File: config.mk
export PLATFORM = sky130hd
export DESIGN_NAME = i2c_eeprom_rsp
export DESIGN_NICKNAME = d
export VERILOG_FILES = /design/src/rtl/i2c_rsp_pkg.sv /design/src/rtl/i2c_line_sense.sv /design/src/rtl/i2c_rsp_mem.sv /design/src/rtl/i2c_eeprom_rsp.sv
export SDC_FILE = /design/constraint.sdc
export NUM_CORES = 2
export LEC_CHECK = 0
export BUFFER_PORTS_ARGS = -buffer_cell sky130_fd_sc_hd__buf_2
export CORE_ASPECT_RATIO = 1.75
export CORE_UTILIZATION = 40
export DETAILED_ROUTE_END_ITERATION = 10
export GPL_TIMING_DRIVEN = 1
export SKIP_LAST_GASP = 1
export SLEW_MARGIN = 20
export SYNTH_ARGS = -nofsm -noshare
export SYNTH_HDL_FRONTEND = slang
export SYNTH_HIERARCHICAL = 1
export SYNTH_SLANG_ARGS = --single-unit
File: constraint.sdc
create_clock -name clk -period 4.25 [get_ports clk]
set_input_delay 0.425 -clock clk [delete_from_list [all_inputs] [get_ports clk]]
set_output_delay 0.425 -clock clk [all_outputs]
set_load 0.01 [all_outputs]
File: src/rtl/i2c_rsp_pkg.sv
package i2c_rsp_pkg;

    localparam int TICK_W = 5;

    // Transaction positions; order is behaviour
    localparam logic [TICK_W-1:0] T_IDLE     = 5'd0;
    localparam logic [TICK_W-1:0] T_CMD_LAST = 5'd8;
    localparam logic [TICK_W-1:0] T_CMD_FRST = 5'd1;
    localparam logic [TICK_W-1:0] T_ACK1     = 5'd9;
    localparam logic [TICK_W-1:0] T_PH2_LAST = 5'd17;
    localparam logic [TICK_W-1:0] T_ACK2     = 5'd18;
    localparam logic [TICK_W-1:0] T_DONE     = 5'd19;

    typedef struct packed {
        logic [TICK_W-1:0] tick;
        logic [7:0]        cmd;
        logic [7:0]        addr;
        logic [7:0]        data;
        logic              sda_drv;
    } rsp_state_t;

endpackage

File: src/rtl/i2c_line_sense.sv
module i2c_line_sense (
    input  logic clk,
    input  logic rst_n,
    input  logic bus_upd,
    input  logic scl_lvl,
    input  logic sda_lvl,
    output logic scl_rise,
    output logic sda_chg,
    output logic cond_start,
    output logic cond_stop
);
    typedef struct packed {
        logic scl;
        logic sda;
    } line_t;

    line_t l_d, l_q;

    always_comb begin
        l_d = l_q;
        if (bus_upd) begin
            l_d.scl = scl_lvl;
            l_d.sda = sda_lvl;
        end
    end

    always_ff @(posedge clk) begin
        if (!rst_n) begin
            l_q <= '{scl: 1'b1, sda: 1'b1};
        end else begin
            l_q <= l_d;
        end
    end

    assign scl_rise   = !l_q.scl && scl_lvl;
    assign sda_chg    = l_q.sda != sda_lvl;
    assign cond_start = l_q.scl && scl_lvl && l_q.sda && !sda_lvl;
    assign cond_stop  = l_q.scl && scl_lvl && !l_q.sda && sda_lvl;

    // no update, history held
    p_hist_hold_r12: assert property (@(posedge clk) disable iff (!rst_n)
        !bus_upd |=> $stable(l_q));

endmodule

File: src/rtl/i2c_rsp_mem.sv
module i2c_rsp_mem #(
    parameter int DEPTH = 256,
    parameter int AW    = $clog2(DEPTH)
) (
    input  logic          clk,
    input  logic          ld_en,
    input  logic [AW-1:0] ld_idx,
    input  logic [7:0]    ld_byte,
    input  logic [AW-1:0] rd_idx,
    output logic [7:0]    rd_byte
);
    logic [7:0] cells_q [DEPTH];

    always_ff @(posedge clk) begin
        if (ld_en) begin
            cells_q[ld_idx] <= ld_byte;
        end
    end

    assign rd_byte = cells_q[rd_idx];

endmodule

File: src/rtl/i2c_eeprom_rsp.sv
module i2c_eeprom_rsp
    import i2c_rsp_pkg::*;
#(
    parameter int MEM_DEPTH = 256
) (
    input  logic       clk,
    input  logic       rst_n,
    input  logic       bus_upd,
    input  logic       scl_lvl,
    input  logic       sda_lvl,
    input  logic       ld_en,
    input  logic [7:0] ld_addr,
    input  logic [7:0] ld_data,
    output logic       sda_drv
);
    localparam int AW = $clog2(MEM_DEPTH);

    logic scl_rise, sda_chg, cond_start, cond_stop;
    logic [7:0] addr_shift;
    logic [7:0] rd_byte;
    logic [AW-1:0] rd_idx;
    rsp_state_t s_d, s_q;

    i2c_line_sense u_sense (
        .clk        (clk),
        .rst_n      (rst_n),
        .bus_upd    (bus_upd),
        .scl_lvl    (scl_lvl),
        .sda_lvl    (sda_lvl),
        .scl_rise   (scl_rise),
        .sda_chg    (sda_chg),
        .cond_start (cond_start),
        .cond_stop  (cond_stop)
    );

    assign addr_shift = {s_q.addr[6:0], sda_lvl};
    assign rd_idx     = s_q.cmd[0] ? s_q.addr[AW-1:0] : addr_shift[AW-1:0];

    i2c_rsp_mem #(.DEPTH(MEM_DEPTH), .AW(AW)) u_mem (
        .clk     (clk),
        .ld_en   (ld_en),
        .ld_idx  (ld_addr[AW-1:0]),
        .ld_byte (ld_data),
        .rd_idx  (rd_idx),
        .rd_byte (rd_byte)
    );

    always_comb begin
        s_d = s_q;
        if (bus_upd) begin
            if (cond_start) begin
                s_d.tick    = T_CMD_FRST;
                s_d.cmd     = '0;
                s_d.sda_drv = 1'b1;
            end else if (cond_stop) begin
                s_d.tick    = T_IDLE;
                s_d.sda_drv = 1'b1;
            end else if (s_q.tick == T_IDLE) begin
                s_d.sda_drv = 1'b1;
            end else if (scl_rise && sda_chg) begin
                s_d.sda_drv = 1'b1;
            end else if (scl_rise) begin
                if (s_q.tick <= T_CMD_LAST) begin
                    s_d.cmd     = {s_q.cmd[6:0], sda_lvl};
                    s_d.tick    = s_q.tick + 5'd1;
                    s_d.sda_drv = 1'b1;
                end else if (s_q.tick == T_ACK1) begin
                    s_d.sda_drv = 1'b0;
                    s_d.tick    = s_q.tick + 5'd1;
                end else if (s_q.tick <= T_PH2_LAST) begin
                    if (s_q.cmd[0]) begin
                        s_d.sda_drv = s_q.data[7];
                        s_d.data    = {s_q.data[6:0], 1'b0};
                    end else begin
                        s_d.addr    = addr_shift;
                        s_d.sda_drv = 1'b1;
                    end
                    if (s_q.tick == T_PH2_LAST) begin
                        s_d.data = rd_byte;
                    end
                    s_d.tick = s_q.tick + 5'd1;
                end else if (s_q.tick == T_ACK2) begin
                    s_d.sda_drv = 1'b0;
                    s_d.tick    = T_DONE;
                end else begin
                    s_d.sda_drv = 1'b1;
                end
            end else if (!scl_lvl) begin
                s_d.sda_drv = 1'b1;
            end
        end
    end

    always_ff @(posedge clk) begin
        if (!rst_n) begin
            s_q <= '{tick: T_IDLE, cmd: 8'h00, addr: 8'h00, data: 8'h00, sda_drv: 1'b1};
        end else begin
            s_q <= s_d;
        end
    end

    assign sda_drv = s_q.sda_drv;

    // idle never pulls the line
    p_idle_quiet_r2: assert property (@(posedge clk) disable iff (!rst_n)
        (s_q.tick == T_IDLE) |-> sda_drv);

    // first acknowledge slot
    p_cmd_ack_r3: assert property (@(posedge clk) disable iff (!rst_n)
        (bus_upd && scl_rise && !sda_chg && s_q.tick == T_ACK1) |=> !sda_drv);

    // second acknowledge slot
    p_ph2_ack_r4: assert property (@(posedge clk) disable iff (!rst_n)
        (bus_upd && scl_rise && !sda_chg && s_q.tick == T_ACK2) |=> !sda_drv);

    // stop returns to idle
    p_stop_idle_r7: assert property (@(posedge clk) disable iff (!rst_n)
        (bus_upd && cond_stop) |=> (s_q.tick == T_IDLE && sda_drv));

    // violating edge does not advance
    p_viol_hold_r9: assert property (@(posedge clk) disable iff (!rst_n)
        (bus_upd && scl_rise && sda_chg) |=> $stable(s_q.tick));

    // released after the second acknowledge
    p_done_rel_r10: assert property (@(posedge clk) disable iff (!rst_n)
        (bus_upd && scl_rise && !sda_chg && s_q.tick == T_DONE) |=> sda_drv);

    // clock low releases
    p_low_rel_r11: assert property (@(posedge clk) disable iff (!rst_n)
        (bus_upd && !scl_lvl) |=> sda_drv);

    // no update, state frozen
    p_frozen_r12: assert property (@(posedge clk) disable iff (!rst_n)
        !bus_upd |=> $stable(s_q));

    p_tick_bound_r3: assert property (@(posedge clk) disable iff (!rst_n)
        s_q.tick <= T_DONE);

endmodule

## Word level (Yosys, flattened, before mapping)

Memory sizes are Yosys's and may differ from the RTL's.
Cells that the tools add are included.

- Word-level logic and storage cells: 78
- Input port bits: 22
- Output and inout port bits: 1
- Bits in registers: 31
- Memories: 1
- RAM bits: 2048

Memory list:

| memory | words | bits a word | read ports | clocked after memory_dff | wr ports | line | source |
|---|---|---|---|---|---|---|---|
| u_mem.cells_q | 256 | 8 | 1 | 0 | 1 | i2c_rsp_mem.sv:12 | `logic [7:0] cells_q [DEPTH];` |

- $add $sub $neg: 1
- Reduce and logical (&&, ||, !) cells: 21
- Equal/unequal tests: 10
- Mux-type cells: 30
- Order comparisons: 2
- Bitwise gates (word level): 6

Operator list:

| cell | number |
|---|---|
| two-way mux 29 bit | 3 |
| two-way mux 16 bit | 3 |
| two-way mux 8 bit | 4 |
| two-way mux 5 bit | 5 |
| two-way mux 24 bit | 1 |
| two-way mux 1 bit | 13 |
| two-way mux 13 bit | 1 |
| equality test 5 bit (second input constant) | 2 |
| AND reduction 10 bit | 1 |
| AND reduction 9 bit | 1 |
| logical AND 1 bit | 7 |
| != test 2 bit (second input constant) | 3 |
| != test 3 bit (second input constant) | 2 |
| != test 6 x 1 -> 1 bit (second input constant) | 1 |
| inverter 1 bit | 6 |
| AND reduction 6 bit | 1 |
| nonzero test 2 bit | 3 |
| nonzero test 6 bit | 1 |
| adder 5 x 1 -> 5 bit (second input constant) | 1 |
| equality test 5 x 4 -> 1 bit (second input constant) | 1 |
| less-or-equal comparator 5 x 4 -> 1 bit (second input constant) | 1 |
| less-or-equal comparator 5 bit (second input constant) | 1 |
| zero test 5 bit | 1 |
| AND reduction 5 bit | 1 |
| other kinds (4) | 6 |

## Logic depth before layout (Yosys ltp)

An unclocked memory read counts as a cell.

- Word-level depth: 11
- Depth in mapped cells: 16
- Depth with buffers taken out: 10

## Modules after synthesis

The synthesis kept the hierarchy.

By module, submodules not included:

| module | area an instance (um^2) | times used | cells an instance | sequential area each (um^2) |
|---|---|---|---|---|
| i2c_rsp_mem | 79396.1 | 1 | 3725 | 61499.0 |
| i2c_eeprom_rsp | 1447.6 | 1 | 143 | 460.4 |
| i2c_line_sense | 116.4 | 1 | 11 | 40.0 |

## Worst setup path before layout

No wires, ideal clock.

- Kind: flip-flop to flip-flop
- Start point: reg s_q[17] in the netlist's numbering
- End point: reg s_q[3] in the netlist's numbering
- Path buffers: 3
- Period minus slack after synthesis: 3.280 ns
- Arrival: 3.163 ns
- Slack: 0.970 ns
- Setup time: 0.116 ns
- Stages on the path, launching flop included: 13
- Data required time: 4.134 ns
- Path through: dfxtp_1 clkbuf_1 mux2_2 buf_6 buf_12 mux4_2 mux4_2 nor2b_1 nor4_1 nor4_2 mux2_2 mux2i_1 nor2b_1

- Word-level cells in the longest chain between the ends: 3
- Elaborated cells on any way between the ends: 5
- Classes of those cells: 2 x mux; 2 x reduce/logical; 1 x memory

Ends and longest elaborated chain:

| item | line | source |
|---|---|---|
| start: declaration | i2c_eeprom_rsp.sv:22 | `rsp_state_t s_d, s_q;` |
| start signal: assignment | i2c_eeprom_rsp.sv:96 | `s_q <= '{tick: T_IDLE, cmd: 8'h00, addr: 8'h00, data: 8'h00, sda_drv: 1'b1};` |
| two-way mux 8 bit | i2c_eeprom_rsp.sv:37 | `assign rd_idx = s_q.cmd[0] ? s_q.addr[AW-1:0] : addr_shift[AW-1:0];` |
| via rd_idx[0] | i2c_eeprom_rsp.sv:21 | `logic [AW-1:0] rd_idx;` |
| memory read (256 x 8 bit) | n/a |  |
| via rd_byte[2] | i2c_eeprom_rsp.sv:20 | `logic [7:0] rd_byte;` |
| two-way mux 8 bit | i2c_eeprom_rsp.sv:78 | `if (s_q.tick == T_PH2_LAST) begin` |

The timed path passes the listed nets, and every way through them passes these cells.
A chain may end at the register's enable or synchronous reset.

## Worst setup path in the final report

- Start point: reg s_q[17] in the netlist's numbering
- End point: reg s_q[8] in the netlist's numbering

The elaborated chain is that of the path after synthesis.

==> results.tsv <==
stage	metric	value	unit
worst_setup_path	worst-path-max-fanout	31	
global_route	grt_pass1_wl	299	mm
global_route	overflow	0	
cells_and_area	multi_input_area	17600	sq um
cts	cts_made_buffers	180	
cells_and_area	nNetsFinal	4151	
floorplan	die_h	597	um
timing	fmax	236	MHz
cells_and_area	drive_gt1_frac	0.248	
timing	tightest_slew	1210	ps
timing	fin_ws	7.65	ps
worst_setup_path	crit_type	flop to flop	
worst_setup_path	critPathBufInv	3	
cells_and_area	area_growth	12.8	%
job	cap_viol_max_count	0	
detailed_routing	vias	39700	
cells_and_area	n_fill_cell	16900	
detailed_routing	first_iter_violations	3967	
logic_synthesis	synth_warnings	6	
worst_setup_path	startpoint	s_q[17]	
cells_and_area	utilization	0.454	
logic_synthesis	netlist_top_cells_area	edfxtp_1 76%, mux4_2 13%, mux2i_1 1.9%, nor2_1 1.3%, a22oi_1 1.2%	
logic_synthesis	yosys.area.top_type	edfxtp_1	
timing	finalMaxSlewViolations	0	
worst_setup_path	crit_path_top_delay_cell	nor4_1	
worst_setup_path	startpoint_type	flop	
logic_synthesis	ys_ff_latch	2073	
timing	setup_viol	0	
global_route	grt_pass1_vias	41100	
detailed_routing	via_per_inst	5.75	
logic_synthesis	synth_nets	3905	
timing	rsz0062_at_grt	no	
cts	cts_tree	yes	
logic_synthesis	synth_xor_area_frac	0.000108	
floorplan	start_util	0.402	
worst_setup_path	regToRegStartpoint	s_q[17]	
cts	cts_setup_buffers	0	
logic_synthesis	ys_types	76	
logic_synthesis	synth.area.mux_share	0.148	
floorplan	pin_count	23	
detailed_routing	ant_nets	0	
worst_setup_path	slowest_delay	900	ps
logic_synthesis	synthAdderAreaFrac	0.000618	
floorplan	die-area	204000	sq um
worst_setup_path	worst-endpoint-arrival	4950	ps
worst_setup_path	cpLargestDelayFamily	simple AND/OR/NAND/NOR gates	
placed_design	io_buffers	22	
logic_synthesis	syn_area	81000	sq um
detailed_routing	route.detailed.drc	12	
worst_setup_path	endpoint_kind	flop	
placed_design	gp_congestion	0.881	
pwr	power_density	437	nW/um^2
timing	fin_worst_skew	27.9	ps
floorplan	core_area	201000	sq um
worst_setup_path	crit_chain	buf_4, mux2_4, buf_4, and2_1, a221oi_1, o211ai_1, nand3_1, nor4_1, buf_4, nor4_1, mux2_2, mux2i_1, nor2b_1	
cts	root_buffer	clkbuf_16	
global_route	antenna_found_initial	11	
logic_synthesis	synthArstFlopShare	0	
detailed_routing	drt_first_pass_iters	8	
global_route	grt_max_degree	131	
worst_setup_path	worstPathRequired	4960	ps
logic_synthesis	synthCells	3879	
cts	htreeDepth	4	
worst_hold_path	min_from	bus_upd	
cells_and_area	seqCellArea	62000	sq um
logic_synthesis	synth-simple-area-share	0.0302	
floorplan	die_w	342	um
logic_synthesis	synth_top_family_by_area	multiplexers	
detailed_routing	wl_per_cell	30.3	um
outcome	outcome	finished with violations	
timing	fin_crit_sh	0.998	
timing	slew_headroom	0.195	
cts	cts.sinks	2073	
cts	clk_latency	820	ps
worst_hold_path	hold_path.class	primary input to flop	
detailed_routing	routed_wl	209	mm
logic_synthesis	synth-edff-count	2048	
logic_synthesis	synthFlopType	edfxtp_1	
logic_synthesis	synth-compound-area-share	0.0363	
placed_design	post-place-ws	-240	ps
outcome	violations	design-rule violations	
worst_setup_path	crit_path_frequent_cell	buf_4	
logic_synthesis	synth_top_cell_area_share	0.760	
placed_design	hpwlAfterDp	137	mm
global_route	grt_usage	0.204	
cts	cts.clk_slew.worst_paths	70	ps
pwr	ir_drop	0.305	mV
timing	hold_violations	0	
cts	clock_path_buffers	4	
logic_synthesis	syn_avg_cell_area	20.9	sq um
timing	fin_crit	4240	ps
floorplan	rows	218	
logic_synthesis	seq_area_frac_synth	0.766	
pwr	leakage	28.1	nW
per-layer routing:
layer  share of wire  track usage
met2            0.55        0.383
met5         0.00010            0
met1            0.35        0.231
met4           0.050       0.0932
met3           0.053       0.0217
sequential cells by signal (all words and copies together) (netlist names):
| register | count |
|---|---|
| u_sense/l_q | 2 |
| s_q | 15 |
| sda_drv | 1 |
| addr_shift | 7 |
| u_mem/cells_q | 2048 |
cell usage after synthesis, drive strengths merged (6+ instances only):
cell type     n
a211oi       16
nand2        40
inv           7
a2111oi       7
dfxtp        25
nand4        11
a221oi       14
nand3        37
mux2i       152
nor4         28
clkbuf      114
o21ai        19
buf         127
a21oi       100
nand2b       10
o211ai       11
nor3         23
nor2b        47
a22o          8
nor2        286
mux2         16
mux4        456
o22ai        28
or2           6
and2          7
edfxtp     2048
a22oi       134
o221ai       47
timing repair:
action,4_1_cts,5_1_grt
hold buffers,6,0
setup endpoints to repair,2,2
gates cloned,0,0
resized for setup,2,2
hold endpoints to repair,2,0
cells by family after synthesis:
logic type | after synthesis
buffers and inverters | 249
AND/OR/NAND/NOR | 516
AO/OA/AOI/OAI | 412
flip-flops | 2073
adder cells (fa/ha/maj) | 4
multiplexers | 624
XOR/XNOR | 1
layout by cell type, fill, tap and decap left out, types with 13 or more instances in the layout:
cell type / Yosys / routed
nand2_1: 38 / 38
nor2b_1: 47 / 44
buf_12: 8 / 36
mux2i_1: 152 / 152
a221oi_1: 13 / 13
clkinv_1: 1 / 31
a22oi_1: 134 / 134
nor2_1: 286 / 283
dfxtp_1: 25 / 25
nand3_1: 37 / 31
a21oi_1: 100 / 100
o221ai_1: 46 / 46
clkbuf_16: 0 / 185
buf_4: 29 / 241
o21ai_0: 15 / 15
nor4_1: 24 / 20
clkbuf_1: 114 / 37
o22ai_1: 28 / 28
nor3_1: 23 / 22
a211oi_1: 16 / 16
edfxtp_1: 2048 / 2048
mux4_2: 454 / 454
bufinv_16: 0 / 16
buf_2: 31 / 14
clkinv_2: 0 / 22
worst min-delay path: stages:
cell	delay, ps
buf_2	160
o21ai_0	130
a32oi_1	110
layout make-up:
cell class / instances / area share
Inverter: 8 / 0.000329
Tap cell: 2640 / 0.0362
Timing Repair Buffer: 305 / 0.0304
Multi-Input combinational cell: 1557 / 0.192
Sequential cell: 2073 / 0.679
Clock buffer: 227 / 0.0530
Clock inverter: 84 / 0.00908
Antenna cell: 6 / 0.000164
report_power, final:
group / switching, mW / internal, mW
Clock: 7.21 / 9.02
Sequential: 0.0115 / 22.5
Combinational: 0.799 / 0.426
stage by stage:
step                      TNS, ps  cells  hold WS (ps)  instance area (sq um)  power [mW]
after floorplan                 0   3879           474                  81000        23.6
after global placement       -554   6577           505                  85600        24.2
after detailed placement     -404   6577           511                  85600        24.2
after CTS                       0   6894          29.1                  91300        40.3
after global routing            0   6895          90.1                  91300        41.0
final                           0   6900          83.1                  91300        40.0
final timing paths:
path | to | slack [ps] | cells past startpoint
worst min register to register | s_q[2] | 530 | 2
worst min-delay path | sda_drv | 80 | 3
worst max register to register | s_q[8] | 8 | 13
worst max-delay path | s_q[8] | 8 | 13
Note: power is estimated with default switching activity, not from simulation.
